File: config.mk
export PLATFORM = sky130hd
export DESIGN_NAME = nor_sr_seq
export DESIGN_NICKNAME = d
export VERILOG_FILES = /design/src/rtl/nor_sr_seq_pkg.sv /design/src/rtl/nor_sr_seq_eval.sv /design/src/rtl/nor_sr_seq_timer.sv /design/src/rtl/nor_sr_seq_ctrl.sv /design/src/rtl/nor_sr_seq_busdrv.sv /design/src/rtl/nor_sr_seq.sv
export SDC_FILE = /design/constraint.sdc
export NUM_CORES = 1
export LEC_CHECK = 0
export BUFFER_PORTS_ARGS = -buffer_cell sky130_fd_sc_hd__buf_4
export CORE_ASPECT_RATIO = 0.6
export CORE_MARGIN = 1.5
export CORE_UTILIZATION = 30
export CTS_CLUSTER_SIZE = 12
export DETAILED_ROUTE_END_ITERATION = 10
export SLEW_MARGIN = 20
export SYNTH_ARGS = -nofsm -noshare
export SYNTH_HDL_FRONTEND = slang
export SYNTH_SLANG_ARGS = --single-unit
File: constraint.sdc
create_clock -name clk -period 4.6 [get_ports clk]
set_clock_uncertainty 0.15 [all_clocks]
set_input_delay 0.46 -clock clk [delete_from_list [all_inputs] [get_ports clk]]
set_output_delay 0.46 -clock clk [all_outputs]
set_load 0.01 [all_outputs]
File: src/rtl/nor_sr_seq_pkg.sv
package nor_sr_seq_pkg;
  localparam int FL_DATA_W = 8;
  localparam int RDY_BIT   = FL_DATA_W - 1;

  localparam logic [FL_DATA_W-1:0] CMD_READ_ARRAY = 8'hFF;
  localparam logic [FL_DATA_W-1:0] CMD_ERASE_SET  = 8'h20;
  localparam logic [FL_DATA_W-1:0] CMD_ERASE_GO   = 8'hD0;
  localparam logic [FL_DATA_W-1:0] CMD_PROG_SET   = 8'h40;

  typedef enum logic {
    OP_ERASE   = 1'b0,
    OP_PROGRAM = 1'b1
  } seq_op_t;

  typedef enum logic [2:0] {
    ST_IDLE   = 3'd0,
    ST_RESET  = 3'd1,
    ST_CMD    = 3'd2,
    ST_ARG    = 3'd3,
    ST_POLL   = 3'd4,
    ST_SAMPLE = 3'd5,
    ST_CLOSE  = 3'd6,
    ST_FINISH = 3'd7
  } seq_state_t;
endpackage

File: src/rtl/nor_sr_seq_eval.sv
module nor_sr_seq_eval
  import nor_sr_seq_pkg::*;
(
  input  logic [FL_DATA_W-1:0] status_i,
  output logic                 ready_o,
  output logic                 fault_o
);
  always_comb begin
    ready_o = status_i[RDY_BIT];
    fault_o = |status_i[RDY_BIT-1:0];
  end
endmodule

File: src/rtl/nor_sr_seq_timer.sv
module nor_sr_seq_timer #(
  parameter int TMO_W = 16
) (
  input  logic             clk,
  input  logic             rst_n,
  input  logic             clr_i,
  input  logic             en_i,
  input  logic [TMO_W-1:0] limit_i,
  output logic             expired_o
);
  localparam int CNT_W = TMO_W + 1;
  localparam logic [CNT_W-1:0] CNT_MAX = '1;

  logic [CNT_W-1:0] cnt_q, cnt_d;
  logic             cnt_en;

  always_comb begin
    cnt_en = clr_i | en_i;
    cnt_d  = cnt_q;
    if (clr_i)                 cnt_d = '0;
    else if (cnt_q != CNT_MAX) cnt_d = cnt_q + 1'b1;
  end

  always_ff @(posedge clk or negedge rst_n) begin
    if (!rst_n)      cnt_q <= '0;
    else if (cnt_en) cnt_q <= cnt_d;
  end

  assign expired_o = cnt_q > {1'b0, limit_i};
endmodule

File: src/rtl/nor_sr_seq_ctrl.sv
module nor_sr_seq_ctrl
  import nor_sr_seq_pkg::*;
(
  input  logic       clk,
  input  logic       rst_n,
  input  logic       start_i,
  input  logic       ready_i,
  input  logic       fault_i,
  input  logic       expired_i,
  output seq_state_t state_o,
  output logic       accept_o,
  output logic       fail_o,
  output logic       sample_o,
  output logic       tmr_clr_o,
  output logic       tmr_en_o
);
  seq_state_t state_q, state_d;

  always_comb begin
    state_d = state_q;
    unique case (state_q)
      ST_IDLE:   if (start_i) state_d = ST_RESET;
      ST_RESET:  state_d = ST_CMD;
      ST_CMD:    state_d = ST_ARG;
      ST_ARG:    state_d = ST_POLL;
      ST_POLL:   state_d = ST_SAMPLE;
      ST_SAMPLE: begin
        if (ready_i)        state_d = fault_i ? ST_FINISH : ST_CLOSE;
        else if (expired_i) state_d = ST_FINISH;
        else                state_d = ST_POLL;
      end
      ST_CLOSE:  state_d = ST_FINISH;
      ST_FINISH: state_d = ST_IDLE;
      default:   state_d = ST_IDLE;
    endcase
  end

  always_ff @(posedge clk or negedge rst_n) begin
    if (!rst_n) state_q <= ST_IDLE;
    else        state_q <= state_d;
  end

  always_comb begin
    state_o   = state_q;
    accept_o  = (state_q == ST_IDLE) && start_i;
    sample_o  = (state_q == ST_SAMPLE);
    fail_o    = sample_o && ((ready_i && fault_i) || (!ready_i && expired_i));
    tmr_clr_o = (state_q == ST_ARG);
    tmr_en_o  = (state_q == ST_POLL) || (state_q == ST_SAMPLE);
  end
endmodule

File: src/rtl/nor_sr_seq_busdrv.sv
module nor_sr_seq_busdrv
  import nor_sr_seq_pkg::*;
#(
  parameter int ADDR_W = 24
) (
  input  seq_state_t           state_i,
  input  seq_op_t              op_i,
  input  logic [ADDR_W-1:0]    offset_i,
  input  logic [FL_DATA_W-1:0] data_i,
  output logic [ADDR_W-1:0]    addr_o,
  output logic [FL_DATA_W-1:0] wdata_o,
  output logic                 we_o,
  output logic                 re_o
);
  always_comb begin
    addr_o  = '0;
    wdata_o = '0;
    we_o    = 1'b0;
    re_o    = 1'b0;
    unique case (state_i)
      ST_RESET, ST_CLOSE: begin
        we_o    = 1'b1;
        wdata_o = CMD_READ_ARRAY;
      end
      ST_CMD: begin
        we_o    = 1'b1;
        addr_o  = offset_i;
        wdata_o = (op_i == OP_PROGRAM) ? CMD_PROG_SET : CMD_ERASE_SET;
      end
      ST_ARG: begin
        we_o    = 1'b1;
        addr_o  = offset_i;
        wdata_o = (op_i == OP_PROGRAM) ? data_i : CMD_ERASE_GO;
      end
      ST_POLL: begin
        re_o   = 1'b1;
        addr_o = offset_i;
      end
      default: ;
    endcase
  end
endmodule

File: src/rtl/nor_sr_seq.sv
module nor_sr_seq
  import nor_sr_seq_pkg::*;
#(
  parameter int ADDR_W = 24,
  parameter int TMO_W  = 16
) (
  input  logic                 clk,
  input  logic                 rst_n,
  input  logic                 start_i,
  input  logic                 op_i,
  input  logic [ADDR_W-1:0]    offset_i,
  input  logic [FL_DATA_W-1:0] data_i,
  input  logic [TMO_W-1:0]     timeout_i,
  output logic                 busy_o,
  output logic                 done_o,
  output logic                 err_o,
  output logic [FL_DATA_W-1:0] status_o,
  output logic [ADDR_W-1:0]    fl_addr_o,
  output logic [FL_DATA_W-1:0] fl_wdata_o,
  output logic                 fl_we_o,
  output logic                 fl_re_o,
  input  logic [FL_DATA_W-1:0] fl_rdata_i
);
  logic [1:0] rst_sync_q;
  logic       rst_int_n;

  always_ff @(posedge clk or negedge rst_n) begin
    if (!rst_n) rst_sync_q <= 2'b00;
    else        rst_sync_q <= {rst_sync_q[0], 1'b1};
  end
  assign rst_int_n = rst_sync_q[1];

  seq_state_t state;
  logic accept, fail, sample, tmr_clr, tmr_en;
  logic ready, fault, expired;

  seq_op_t              op_q;
  logic [ADDR_W-1:0]    offs_q;
  logic [FL_DATA_W-1:0] data_q;
  logic [TMO_W-1:0]     tmo_q;
  logic [FL_DATA_W-1:0] stat_q;
  logic                 err_q, err_d, err_en;

  nor_sr_seq_ctrl u_ctrl (
    .clk       (clk),
    .rst_n     (rst_int_n),
    .start_i   (start_i),
    .ready_i   (ready),
    .fault_i   (fault),
    .expired_i (expired),
    .state_o   (state),
    .accept_o  (accept),
    .fail_o    (fail),
    .sample_o  (sample),
    .tmr_clr_o (tmr_clr),
    .tmr_en_o  (tmr_en)
  );

  nor_sr_seq_eval u_eval (
    .status_i (fl_rdata_i),
    .ready_o  (ready),
    .fault_o  (fault)
  );

  nor_sr_seq_timer #(.TMO_W(TMO_W)) u_timer (
    .clk       (clk),
    .rst_n     (rst_int_n),
    .clr_i     (tmr_clr),
    .en_i      (tmr_en),
    .limit_i   (tmo_q),
    .expired_o (expired)
  );

  nor_sr_seq_busdrv #(.ADDR_W(ADDR_W)) u_bus (
    .state_i  (state),
    .op_i     (op_q),
    .offset_i (offs_q),
    .data_i   (data_q),
    .addr_o   (fl_addr_o),
    .wdata_o  (fl_wdata_o),
    .we_o     (fl_we_o),
    .re_o     (fl_re_o)
  );

  // Request operands, loaded only when a start is accepted
  always_ff @(posedge clk or negedge rst_int_n) begin
    if (!rst_int_n) begin
      op_q   <= OP_ERASE;
      offs_q <= '0;
      data_q <= '0;
      tmo_q  <= '0;
    end else if (accept) begin
      op_q   <= seq_op_t'(op_i);
      offs_q <= offset_i;
      data_q <= data_i;
      tmo_q  <= timeout_i;
    end
  end

  // Status capture on every sampled read
  always_ff @(posedge clk or negedge rst_int_n) begin
    if (!rst_int_n)  stat_q <= '0;
    else if (sample) stat_q <= fl_rdata_i;
  end

  always_comb begin
    err_en = accept | fail;
    err_d  = fail;
  end

  always_ff @(posedge clk or negedge rst_int_n) begin
    if (!rst_int_n)  err_q <= 1'b0;
    else if (err_en) err_q <= err_d;
  end

  assign busy_o   = (state != ST_IDLE);
  assign done_o   = (state == ST_FINISH);
  assign err_o    = err_q;
  assign status_o = stat_q;
endmodule

Yosys cells after proc, flatten, opt, wreduce, memory -nomap -nowiden
Cells that the tools add are included.
- bits in registers: 80
- bits of input ports: 60
- output and inout port bits: 45
- word-level logic and storage cells: 50
- $add $sub $neg: 1
- magnitude comparators: 1
- equal/unequal tests: 9
- multiplexer cells: 13
- bitwise operators: 2
- reductions and logical operators: 15
- operators by type and width (kind ; number):
    $mux W17 ; 2
    $mux W24 ; 1
    $pmux W3 S8 ; 1
    $pmux W8 S3 ; 1
    $add A17 B1 Y17 const B ; 1
    $gt A17 B16 Y1 ; 1
    $ne A17 B17 Y1 const B ; 1
    $eq A3 B3 Y1 const B ; 4
    $mux W8 ; 1
    $mux W7 ; 1
    $reduce_or A7 Y1 ; 1
    $eq A3 B2 Y1 const B ; 2
    $mux W3 ; 2
    $logic_and A1 B1 Y1 ; 4
    $reduce_or A4 Y1 ; 1
    $eq A3 B1 Y1 const B ; 1
    $logic_not A3 Y1 ; 1
    $mux W1 ; 3
    $reduce_bool A3 Y1 ; 1
    $reduce_or A3 Y1 ; 1
    $logic_or A1 B1 Y1 ; 2
    $mux W2 ; 1
    $ne A2 B2 Y1 const B ; 1
    $or A1 B1 Y1 ; 2
    other kinds (4) ; 4

Longest topological paths before layout
Gate-level depths: netlist (run 1).
- depth after elaboration: 5
- mapped depth: 11
- depth with buffers taken out: 11

By module
A second synthesis (run 1) with hierarchy kept.
- cells, all modules: 354
- area, all modules: 4465.5 um^2
- by module, submodules not included (module ; times used ; cells each ; area each (um^2) ; seq. area each (um^2)):
    nor_sr_seq ; 1 ; 129 ; 2471.1 ; 1501.4
    nor_sr_seq_timer ; 1 ; 146 ; 1331.3 ; 425.4
    nor_sr_seq_busdrv ; 1 ; 57 ; 460.4 ; 0.0
    nor_sr_seq_ctrl ; 1 ; 18 ; 180.2 ; 75.1
    nor_sr_seq_eval ; 1 ; 4 ; 22.5 ; 0.0

Least setup slack after synthesis (run 1)
Ideal clock, no wire load.
- kind: register -> register
- from: register u_timer.cnt_q[0]
- to: register u_timer.cnt_q[13]
- setup time: 132 ps
- arrival: 2078 ps
- required time: 4318 ps
- slack: 2241 ps
- stages on the path, launching flop included: 12
- path buffers: 0
- period minus slack after synthesis: 2359 ps
- path through: dfrtp_1 > ha_1 > nand3_1 > nor2_1 > and4_1 > ha_1 > nor3b_2 > nand3_1 > nor2_1 > nand4_1 > xor2_1 > nor2_1
- cells in the longest elaborated chain, start to end: 3
- elaborated cells between the ends (all ways): 6
- classes of those cells: add/sub (1); eq/ne (1); mux (2); reduce/logical (2)
- ends and longest elaborated chain (what ; line ; source):
    start, declared ; nor_sr_seq_timer.sv:14 ; logic [CNT_W-1:0] cnt_q, cnt_d;
    start signal, assigned ; nor_sr_seq_timer.sv:26 ; else if (cnt_en) cnt_q <= cnt_d;
    $add A17 B1 Y17 / $ne A17 B17 Y1 (equally long branches) ; nor_sr_seq_timer.sv:21 ; else if (cnt_q != CNT_MAX) cnt_d = cnt_q + 1'b1;
    $mux W17 / $reduce_bool A2 Y1 (equally long branches) ; -- ;
    $mux W17 / $reduce_and A2 Y1 (equally long branches) ; -- ;
Parallel ways exist; a longest one is shown, timed or not. The select of a mux whose other input is x is not followed.
A chain may end at the register's enable or synchronous reset.

Worst setup path after layout (run 1)
Same ends and word-level chain as after synthesis.

==> results of run 1 <==
[cell families after synthesis]
family / share of synthesized area, %
AO/OA/AOI/OAI: 8.10
XOR/XNOR: 3.16
adder cells (fa/ha/maj): 5.81
buffers and inverters: 3.58
flip-flops: 51.6
multiplexers: 12.2
other: 0.0967
AND/OR/NAND/NOR: 15.4
[area by class of cell]
type	instances	area (um2)
fillers	1224	7140
inverters	20	75.1
flip-flops and latches	80	2010
multi-input cells	242	1750
repair buffers	107	826
clock inverters	7	110
clock buffers	9	225
well taps	165	206
[final timing paths]
check / end / slack (ns) / cells after the start
min in group clk: tmo_q[9] / 0.18 / 3
worst max register to register: u_timer.cnt_q[13] / 1.80 / 11
worst min-delay path: status_o[3] / 0.10 / 0
worst max-delay path: u_timer.cnt_q[13] / 1.80 / 11
max in group asynchronous: tmo_q[6] / 3.61 / 1
worst min register to register: status_o[3] / 0.10 / 0
[per-layer routing]
| layer | track usage, % | part of all wire [%] | vias to the layer above |
|---|---|---|---|
| met2 | 19.3 | 40 | 82 |
| li1 | - | - | 1415 |
| met1 | 21.0 | 52 | 1394 |
| met3 | 5.33 | 7.1 | 10 |
| met5 | 0 | 0 | - |
| met4 | 3.19 | 0.87 | 0 |
[cells in the final DEF (no fill, tap or decap), types with 2 or more instances in the layout]
cell type / count
buf_4: 105
dfrtp_1: 79
mux2_2: 42
o21ai_0: 29
nand2_1: 27
nor2b_1: 25
nor2_1: 24
inv_1: 20
ha_1: 18
nand3_1: 11
xor2_1: 11
clkbuf_16: 9
a21oi_1: 8
nand4_1: 6
a21boi_0: 5
clkinv_2: 4
or2_2: 3
and3_1: 3
a21o_1: 3
nor3_1: 3
xnor2_1: 3
bufinv_16: 3
and4_1: 2
or3_1: 2
a22o_1: 2
[registers in the layout, indices dropped and copies added (netlist names), 2 cells and up]
| name | flops |
|---|---|
| offs_q | 24 |
| u_timer.cnt_q | 17 |
| tmo_q | 16 |
| data_q | 8 |
| status_o | 8 |
| u_ctrl.state_o | 3 |
| rst_sync_q | 2 |
[critical path: stages, from the launching register on]
cell and delay [ns]:
dfrtp_1 0.42, ha_1 0.25, nand3_1 0.16, nor2_1 0.07, and4_1 0.20, ha_1 0.20, nor3b_2 0.42, nand3_1 0.21
nor2_1 0.21, nand4_1 0.14, xor2_1 0.17, nor2_1 0.06
[power groups by stage]
stage	combinational [mW]	clock, mW	sequential, mW
final	1.36	0.811	1.17
after global placement	1.34	0	1.18
after CTS	1.37	0.835	1.17
after detailed placement	1.36	0	1.18
after floorplan	0.853	0	1.13
after global routing	1.52	0.867	1.21
[timing repair]
item                                    in CTS  in global routing
buffers inserted                             0                  0
endpoints found under the setup margin       0                  0
resized for setup                            0                  0
hold buffers                                 1                  0
endpoints found under the hold margin        2                  0
[per-stage QoR]
step           worst slack (ns)  area [um2]
2_1_floorplan              2.06        3880
3_3_place_gp               1.88        4820
3_5_place_dp               1.82        4820
4_1_cts                    1.56        5160
5_1_grt                    1.60        5200
6_report                   1.80        5200
==> metrics.md, run 1 <==
| Metric | Value |
|---|---|
| RePlAce Congestion | 0.793 |
| Worst path arrival time | 2.83 ns |
| Top-area cell type share of the netlist area | 51.6% |
| CTS buffer count | 9 |
| CP Launch Type | flop |
| Total power | 3.34 mW |
| Initial antenna violation count | 0 |
| Root buffer cell | clkbuf_16 |
| Core Rows | 31 |
| Commonest cells in the netlist | 80 x dfrtp_1, 42 x mux2_2, 29 x o21ai_0 |
| Worst-path maximum fanout | 7 |
| Routed vias/inst | 4.60 |
| Slew Limit Fails | 0 |
| Fin crit share | 60.9% |
| Total global-route track usage | 14.2% |
| Share of cells above drive strength 1 | 37.2% |
| Drt total wl | 8960 um |
| Fin crit period | 2.80 ns |
| Min-Delay Path Class | reg2async |
| Pint | 2.22 mW |
| Synth area leaders | dfrtp_1 52%, mux2_2 12%, ha_1 5.8%, nor2b_1 4.0%, o21ai_0 3.7% |
| Post-Place Cells | 612 |
| Post-Syn Nets | 435 |
| #FFs+latches synth | 80 |
| Clk buf depth | 2 |
| Slew HR | 28.9% |
| Clock power share | 24.3% |
| Worst skew pair latency | 0.34 ns |
| Mean area per synthesized cell | 10.9 um2 |
| Layout Utilization | 42.1% |
| Initial Util | 31.4% |
| Die W | 150 um |
| Port bufs | 104 |
| Reg2Reg Launch Point | u_timer.cnt_q[0] |
| First-pass GRT wire length | 15100 um |
| Nets | 538 |
| Worst Path Required | 4.63 ns |
| Async set-or-reset flop fraction in the synthesized netlist | 100% |
| Comb pwr share | 40.8% |
| Wire per inst | 14.2 um |
| Hold Vio Cnt, Final | 0 |
| LEAKAGE | 2.48 nW |
| Status | finished clean |
| Crit Path Category | reg2reg |
| Vias | 2901 |
| NetSw | 1.12 mW |
| Vias in the first global route | 3057 |
| Crit path from | u_timer.cnt_q[0] |
| Worst slew pin tran | 1.06 ns |
| Switching share of power | 33.5% |
| Mapped Cells | 357 |
| Detail Route Antenna Nets | 0 |
| Sink Count | 80 |
| Drt drc | 0 |
| Die height | 91.1 um |
| H-tree Lvls | 3 |
| Synth cell types | 38 |
| Io pins | 105 |
| Dpl hpwl | 6510 um |
| Max IR drop VDD | 0.000417 V |
| MaxCap Viol Count | 0 |
| Endpoints failing setup | 0 |
| Maximum clock rate | 357 MHz |
| Seq pwr share | 34.9% |
| Unrepaired setup endpoints after global routing | no |
| Crit path capture type | flop |
| Yosys top cell by area | dfrtp_1 |
| Post-synthesis sequential area ratio | 51.6% |
| P&R area growth vs syn | 34.1% |
| Initial DRC count | 187 |
| Core box area | 12300 um2 |
| Fin Hold WS | 0.104 ns |
| Cell Area, Synth | 3880 um2 |
| Inserted Diodes | 0 |
| Setup TNS | 0 ns |
| Yosys synthesis warning count | 0 |
| Predominant post-synthesis flop cell | dfrtp_1 |
| TritonCTS clock tree | yes |
| Post-synth EDFFs | 0 |
| Grt ovf | 0 |
| Pwr/cell area | 642 nW/um2 |
| Pre-antenna DRT Iters | 4 |
| Die area | 13600 um2 |
| Reg clk slew, reported paths | 0.06 ns |
| Count leader, synth | dfrtp_1 |
| Largest net degree at the start of global routing | 79 |
| Final non-filler cell total | 630 |
No activity file was read; power rests on OpenSTA's default activity.
==> inputs of run 2 (changes only) <==
Settings changed: ABC_AREA set to 1.
Clock period 4.6 ns to 2.3 ns, I/O delays scaled along.
==> run 2 against run 1 <==
Hold slack worse by 0.095 ns. Critical path type unchanged. Clock power is 78% higher. Maximum frequency is 28% higher. Largest cell class unchanged. Sequential share of layout area is 4.3 points lower. Largest power group unchanged.
==> metrics.md, run 2 <==
| Metric | Value |
|---|---|
| Status | finished clean |
| Worst slew pin tran | 0.551 ns |
| Max IR drop VDD | 0.000556 V |
| Worst-path maximum fanout | 6 |
| CTS buffer count | 9 |
| Commonest non-fill, non-tap cell in the layout | buf_4 |
| Maximum clock rate | 455 MHz |
| Detail Route Antenna Nets | 0 |
| Seq pwr share | 29.9% |
| Grt ovf | 0 |
| Commonest cells in the netlist | 90 x nor2_1, 80 x dfrtp_1, 62 x inv_1 |
| Yosys synthesis warning count | 0 |
| Total power | 7.40 mW |
| Count leader, synth | nor2_1 |
| Wire per inst | 13.1 um |
| Root buffer cell | clkbuf_16 |
| Dpl hpwl | 7280 um |
| Mean area per synthesized cell | 8.61 um2 |
| Mapped Cells | 463 |
| Io pins | 105 |
| Pint | 4.58 mW |
| Clk buf depth | 2 |
| Predominant post-synthesis flop cell | dfrtp_1 |
| CP Launch Type | flop |
| Largest reg by FF count | offs_q |
| Port bufs | 104 |
| RePlAce Congestion | 0.841 |
| Routed vias/inst | 4.46 |
| Worst path arrival time | 2.28 ns |
| Cell Area, Synth | 3990 um2 |
| Core box area | 12900 um2 |
| TritonCTS clock tree | yes |
| Crit path capture type | flop |
| Post-synthesis sequential area ratio | 50.2% |
| R2R depth | 13 |
| Drt total wl | 10500 um |
| Synth area leaders | dfrtp_1 50%, nor2_1 8.5%, a21oi_1 7.2%, inv_1 5.8%, ha_1 5.7% |
| MaxCap Viol Count | 0 |
| Hold Vio Cnt, Final | 0 |
| Layout Utilization | 45.4% |
| Endpoints failing setup | 0 |
| Post-Syn Nets | 541 |
| Top-area cell type share of the netlist area | 50.2% |
| Clock power share | 19.4% |
| Worst skew pair latency | 0.34 ns |
| Vias in the first global route | 3438 |
| P&R area growth vs syn | 46.8% |
| Max reg flops | 24 |
| H-tree Lvls | 3 |
| Crit Path Category | reg2reg |
| Die W | 152 um |
| #FFs+latches synth | 80 |
| Die height | 92.3 um |
| Die area | 14000 um2 |
| Vias | 3571 |
| Switching share of power | 38.2% |
| Yosys top cell by area | dfrtp_1 |
| Pwr/cell area | 1270 nW/um2 |
| Worst hold path cell count | 3 |
| Initial Util | 30.9% |
| Total global-route track usage | 15.6% |
| Largest net degree at the start of global routing | 58 |
| Inserted Diodes | 0 |
| Core Rows | 32 |
| Synth cell types | 33 |
| Initial antenna violation count | 0 |
| Worst Path Required | 2.38 ns |
| Share of cells above drive strength 1 | 30.1% |
| LEAKAGE | 3.03 nW |
| Fin crit period | 2.20 ns |
| NetSw | 2.83 mW |
| Comb pwr share | 50.7% |
| First-pass GRT wire length | 16700 um |
| Pre-antenna DRT Iters | 4 |
| Sink Count | 80 |
| Largest regs | offs_q: 24 flops, u_timer.cnt_q: 17 flops, tmo_q: 16 flops |
| Min-Delay Path Class | in2reg |
| Async set-or-reset flop fraction in the synthesized netlist | 100% |
| Fin Hold WS | 0.00858 ns |
| Setup TNS | 0 ns |
| Commonest non-fill, non-tap cells in the layout | 124 x buf_4, 88 x nor2_1, 77 x dfrtp_1 |
| Slew Limit Fails | 0 |
| Nets | 704 |
| Fin crit share | 95.5% |
| Post-synth EDFFs | 0 |
| Initial DRC count | 203 |
| Drt drc | 0 |
| Reg clk slew, reported paths | 0.06 ns |
| Slew HR | 63.0% |
-- run 2: per-layer routing --
layer / vias to the layer above / share of wire (%) / GRT usage (%)
li1: 1810 / - / -
met1: 1654 / 51 / 22.2
met2: 105 / 42 / 22.4
met3: 2 / 6.9 / 5.27
met4: 0 / 0.23 / 4.01
met5: - / 0 / 0
-- run 2: through the flow --
stage               cells  cell area, um2  worst slack [ns]
finish                801            5850             0.103
global route          801            5850           -0.0241
CTS                   791            5740           0.00429
detailed placement    731            4980            0.0282
global placement      731            4980             0.131
floorplan             463            3990             0.257
-- run 2: repair_timing --
action                                  in CTS  in global routing
endpoints found under the setup margin      24                 35
endpoints found under the hold margin       37                  0
hold buffers                                36                  0
cloned                                       3                  0
gates resized for setup                     10                 15
setup buffers                                5                 10
pin swaps                                    1                  7
-- run 2: final timing paths --
path	end	slack, ns	start
max	u_timer.cnt_q[5]	0.10	u_timer.cnt_q[1]
min	offs_q[11]	0.009	offset_i[11]
max reg2reg	u_timer.cnt_q[5]	0.10	u_timer.cnt_q[1]
min reg2reg	offs_q[21]	0.11	rst_sync_q[1]
max in group asynchronous	u_ctrl.state_o[0]	1.28	rst_sync_q[1]
min in group asynchronous	rst_sync_q[1]	0.06	rst_n
-- run 2: critical path: stages (launching register included) --
cell,delay (ns)
dfrtp_1,0.36
ha_2,0.21
nand3_2,0.10
nor2_2,0.15
nand4_1,0.13
nor2_1,0.12
ha_1,0.14
inv_1,0.04
nand2_2,0.09
nand2_4,0.09
clkbuf_2,0.16
buf_4,0.14
a21oi_1,0.14
nor2_1,0.06
-- run 2: power by group through the flow --
| stage | combinational, mW | sequential, mW | clock, mW |
|---|---|---|---|
| floorplan | 1.85 | 2.21 | 0 |
| global placement | 3.16 | 2.22 | 0 |
| detailed placement | 3.23 | 2.24 | 0 |
| CTS | 3.60 | 2.21 | 1.50 |
| global route | 4.17 | 2.28 | 1.57 |
| finish | 3.75 | 2.21 | 1.44 |
-- run 2: cell type report --
| class | count | area, um2 |
|---|---|---|
| clock inverters | 6 | 66.3 |
| fillers | 1273 | 7040 |
| multi-input cells | 303 | 1710 |
| repair buffers | 166 | 1360 |
| well taps | 170 | 213 |
| clock buffers | 10 | 239 |
| flip-flops and latches | 80 | 2010 |
| inverters | 66 | 254 |
-- run 2: logic make-up after synthesis --
kind of cell	share of synthesized area [%]
compound gates	10.1
buf+inv	8.10
flops	50.2
mux	4.52
fa+ha+maj	5.65
other cells	0.0941
xor+xnor	0.440
simple gates	20.8
==> inputs of run 3 (changes only) <==
Settings changed: ABC_AREA 1 to unset.
==> run 3 against run 2 <==
Sequential cell count unchanged. Register-to-register slack lost 0.07 ns. Critical path depth down 6. Clock power is 7% lower.
==> metrics.md, run 3 (synthesized netlist as in run 1, its figures left out) <==
| Metric | Value |
|---|---|
| Crit path capture type | flop |
| Initial antenna violation count | 0 |
| Core box area | 12300 um2 |
| Commonest non-fill, non-tap cells in the layout | 130 x buf_4, 78 x dfrtp_1, 58 x dlygate4sd3_1 |
| Worst Path Required | 2.37 ns |
| Seq pwr share | 33.5% |
| Setup crit end | u_ctrl.state_o[1] |
| Die W | 150 um |
| Initial DRC count | 110 |
| Worst-path maximum fanout | 4 |
| Vias | 3225 |
| CTS buffer count | 9 |
| Endpoints failing setup | 0 |
| LEAKAGE | 2.82 nW |
| Total power | 6.86 mW |
| Switching share of power | 35.9% |
| Fin Hold WS | 0.0193 ns |
| Largest regs | offs_q: 24 flops, u_timer.cnt_q: 17 flops, tmo_q: 16 flops |
| Fin crit period | 2.27 ns |
| R2R depth | 7 |
| Clk buf depth | 2 |
| Slew Limit Fails | 0 |
| Max IR drop VDD | 0.000715 V |
| Worst path arrival time | 2.34 ns |
| Maximum clock rate | 440 MHz |
| Commonest non-fill, non-tap cell in the layout | buf_4 |
| Crit path from | u_timer.cnt_q[15] |
| Worst skew pair latency | 0.33 ns |
| Drt drc | 0 |
| Clock power share | 19.5% |
| Comb pwr share | 47.0% |
| Multi-input gate area in the final layout | 1890 um2 |
| Max reg flops | 24 |
| First-pass GRT wire length | 16500 um |
| Status | finished clean |
| FF-to-FF End | u_ctrl.state_o[1] |
| Min-Delay Path Class | in2reg |
| RePlAce Congestion | 0.753 |
| Vias in the first global route | 3394 |
| P&R area growth vs syn | 56.2% |
| Pwr/cell area | 1130 nW/um2 |
| Pre-antenna DRT Iters | 4 |
| Reg clk slew, reported paths | 0.06 ns |
| Root buffer cell | clkbuf_16 |
| Die area | 13600 um2 |
| Drt total wl | 10400 um |
| Fin crit share | 98.8% |
| Dpl hpwl | 6860 um |
| CP Launch Type | flop |
| Inserted Diodes | 0 |
| Port bufs | 104 |
| NetSw | 2.47 mW |
| Die height | 91.1 um |
| R2R Setup Slk | 0.03 ns |
| Unrepaired setup endpoints after global routing | yes |
| Initial Util | 31.4% |
| Crit Path Category | reg2reg |
| MaxCap Viol Count | 0 |
| Io pins | 105 |
| Share of cells above drive strength 1 | 40.4% |
| Largest net degree at the start of global routing | 44 |
| Largest reg by FF count | offs_q |
| H-tree Lvls | 3 |
| TritonCTS clock tree | yes |
| Nets | 622 |
| Layout Utilization | 49.1% |
| Detail Route Antenna Nets | 0 |
| Wire per inst | 14.5 um |
| Total global-route track usage | 15.3% |
| Sequential cell area | 2010 um2 |
| Routed vias/inst | 4.52 |
| Grt ovf | 0 |
| Hold Vio Cnt, Final | 0 |
| Reg2Reg Launch Point | u_timer.cnt_q[15] |
| Fill count | 1126 |
| Pint | 4.39 mW |
| Sink Count | 80 |
| Core Rows | 31 |
==> run 3: cell count changes in the layout (fill, tap and decap cells not counted), sizes merged, moves of 5 or more <==
cell         before  now
nor2b             0   25
nor2             94   24
a21oi            57   10
xor2              1   11
inv              66   21
dlygate4sd3      36   58
nand3            19   11
a21boi            0    5
o21ai            14   29
nand2            59   27
mux2             16   42
==> run 3: worst min-delay path by stage <==
stage	startpoint	to	slack, ns	cells after the start
3_3_place_gp	rst_n	rst_sync_q[0]	-0.14	1
3_5_place_dp	rst_n	rst_sync_q[0]	-0.14	1
6_report	fl_rdata_i[7]	status_o[7]	0.02	2
5_1_grt	fl_rdata_i[7]	status_o[7]	0.02	2
2_1_floorplan	rst_n	rst_sync_q[0]	-0.22	0
4_1_cts	fl_rdata_i[7]	status_o[7]	0.01	2
==> run 3: timing repair <==
| item | CTS | global route |
|---|---|---|
| pin swaps | 2 | 5 |
| cloned | 0 | 1 |
| hold buffers | 58 | 0 |
| buffers inserted | 2 | 1 |
| resized for setup | 8 | 20 |
| endpoints found under the setup margin | 26 | 36 |
| endpoints found under the hold margin | 59 | 0 |
==> run 3: critical path, cell delays in order, from the launching register on <==
cell and delay (ns):
dfrtp_2 0.44, ha_4 0.27, nand4b_4 0.11, o21ai_1 0.07, a211o_1 0.30, o31a_1 0.33
or3_1 0.31, and3b_1 0.19
==> run 3: cell type report <==
cell class              count  share of cell area [%]
multi-input cells         243                    31.2
repair buffers            190                    26.4
well taps                 165                    3.41
clock buffers               9                    3.72
flip-flops and latches     80                    33.1
inverters                  20                    1.24
clock inverters             7                   0.950
==> run 3: per-stage QoR <==
stage                     cell area (um2)  cells  setup slack [ns]  setup TNS (ns)
final                                6060    714            0.0282               0
after floorplan                      3900    357            0.0242               0
after global placement               5040    636           0.00492               0
after detailed placement             5040    636           -0.0207         -0.0207
after global routing                 6060    714           -0.0390          -0.109
after CTS                            5980    712           0.00413               0
==> run 3: power by group through the flow <==
stage / registers [mW] / clock network, mW / logic, mW
final: 2.30 / 1.34 / 3.23
after global routing: 2.37 / 1.45 / 3.56
after CTS: 2.29 / 1.39 / 3.10
after detailed placement: 2.30 / 0 / 2.95
after global placement: 2.28 / 0 / 2.91
after floorplan: 2.26 / 0 / 1.72
==> run 3: metal layers <==
layer | track usage, % | wire length (um) | vias up
met2 | 23.4 | 4450 | 78
met3 | 4.57 | 520 | 15
li1 | - | - | 1595
met5 | 0 | 0 | -
met1 | 21.0 | 5260 | 1537
met4 | 4.33 | 128 | 0
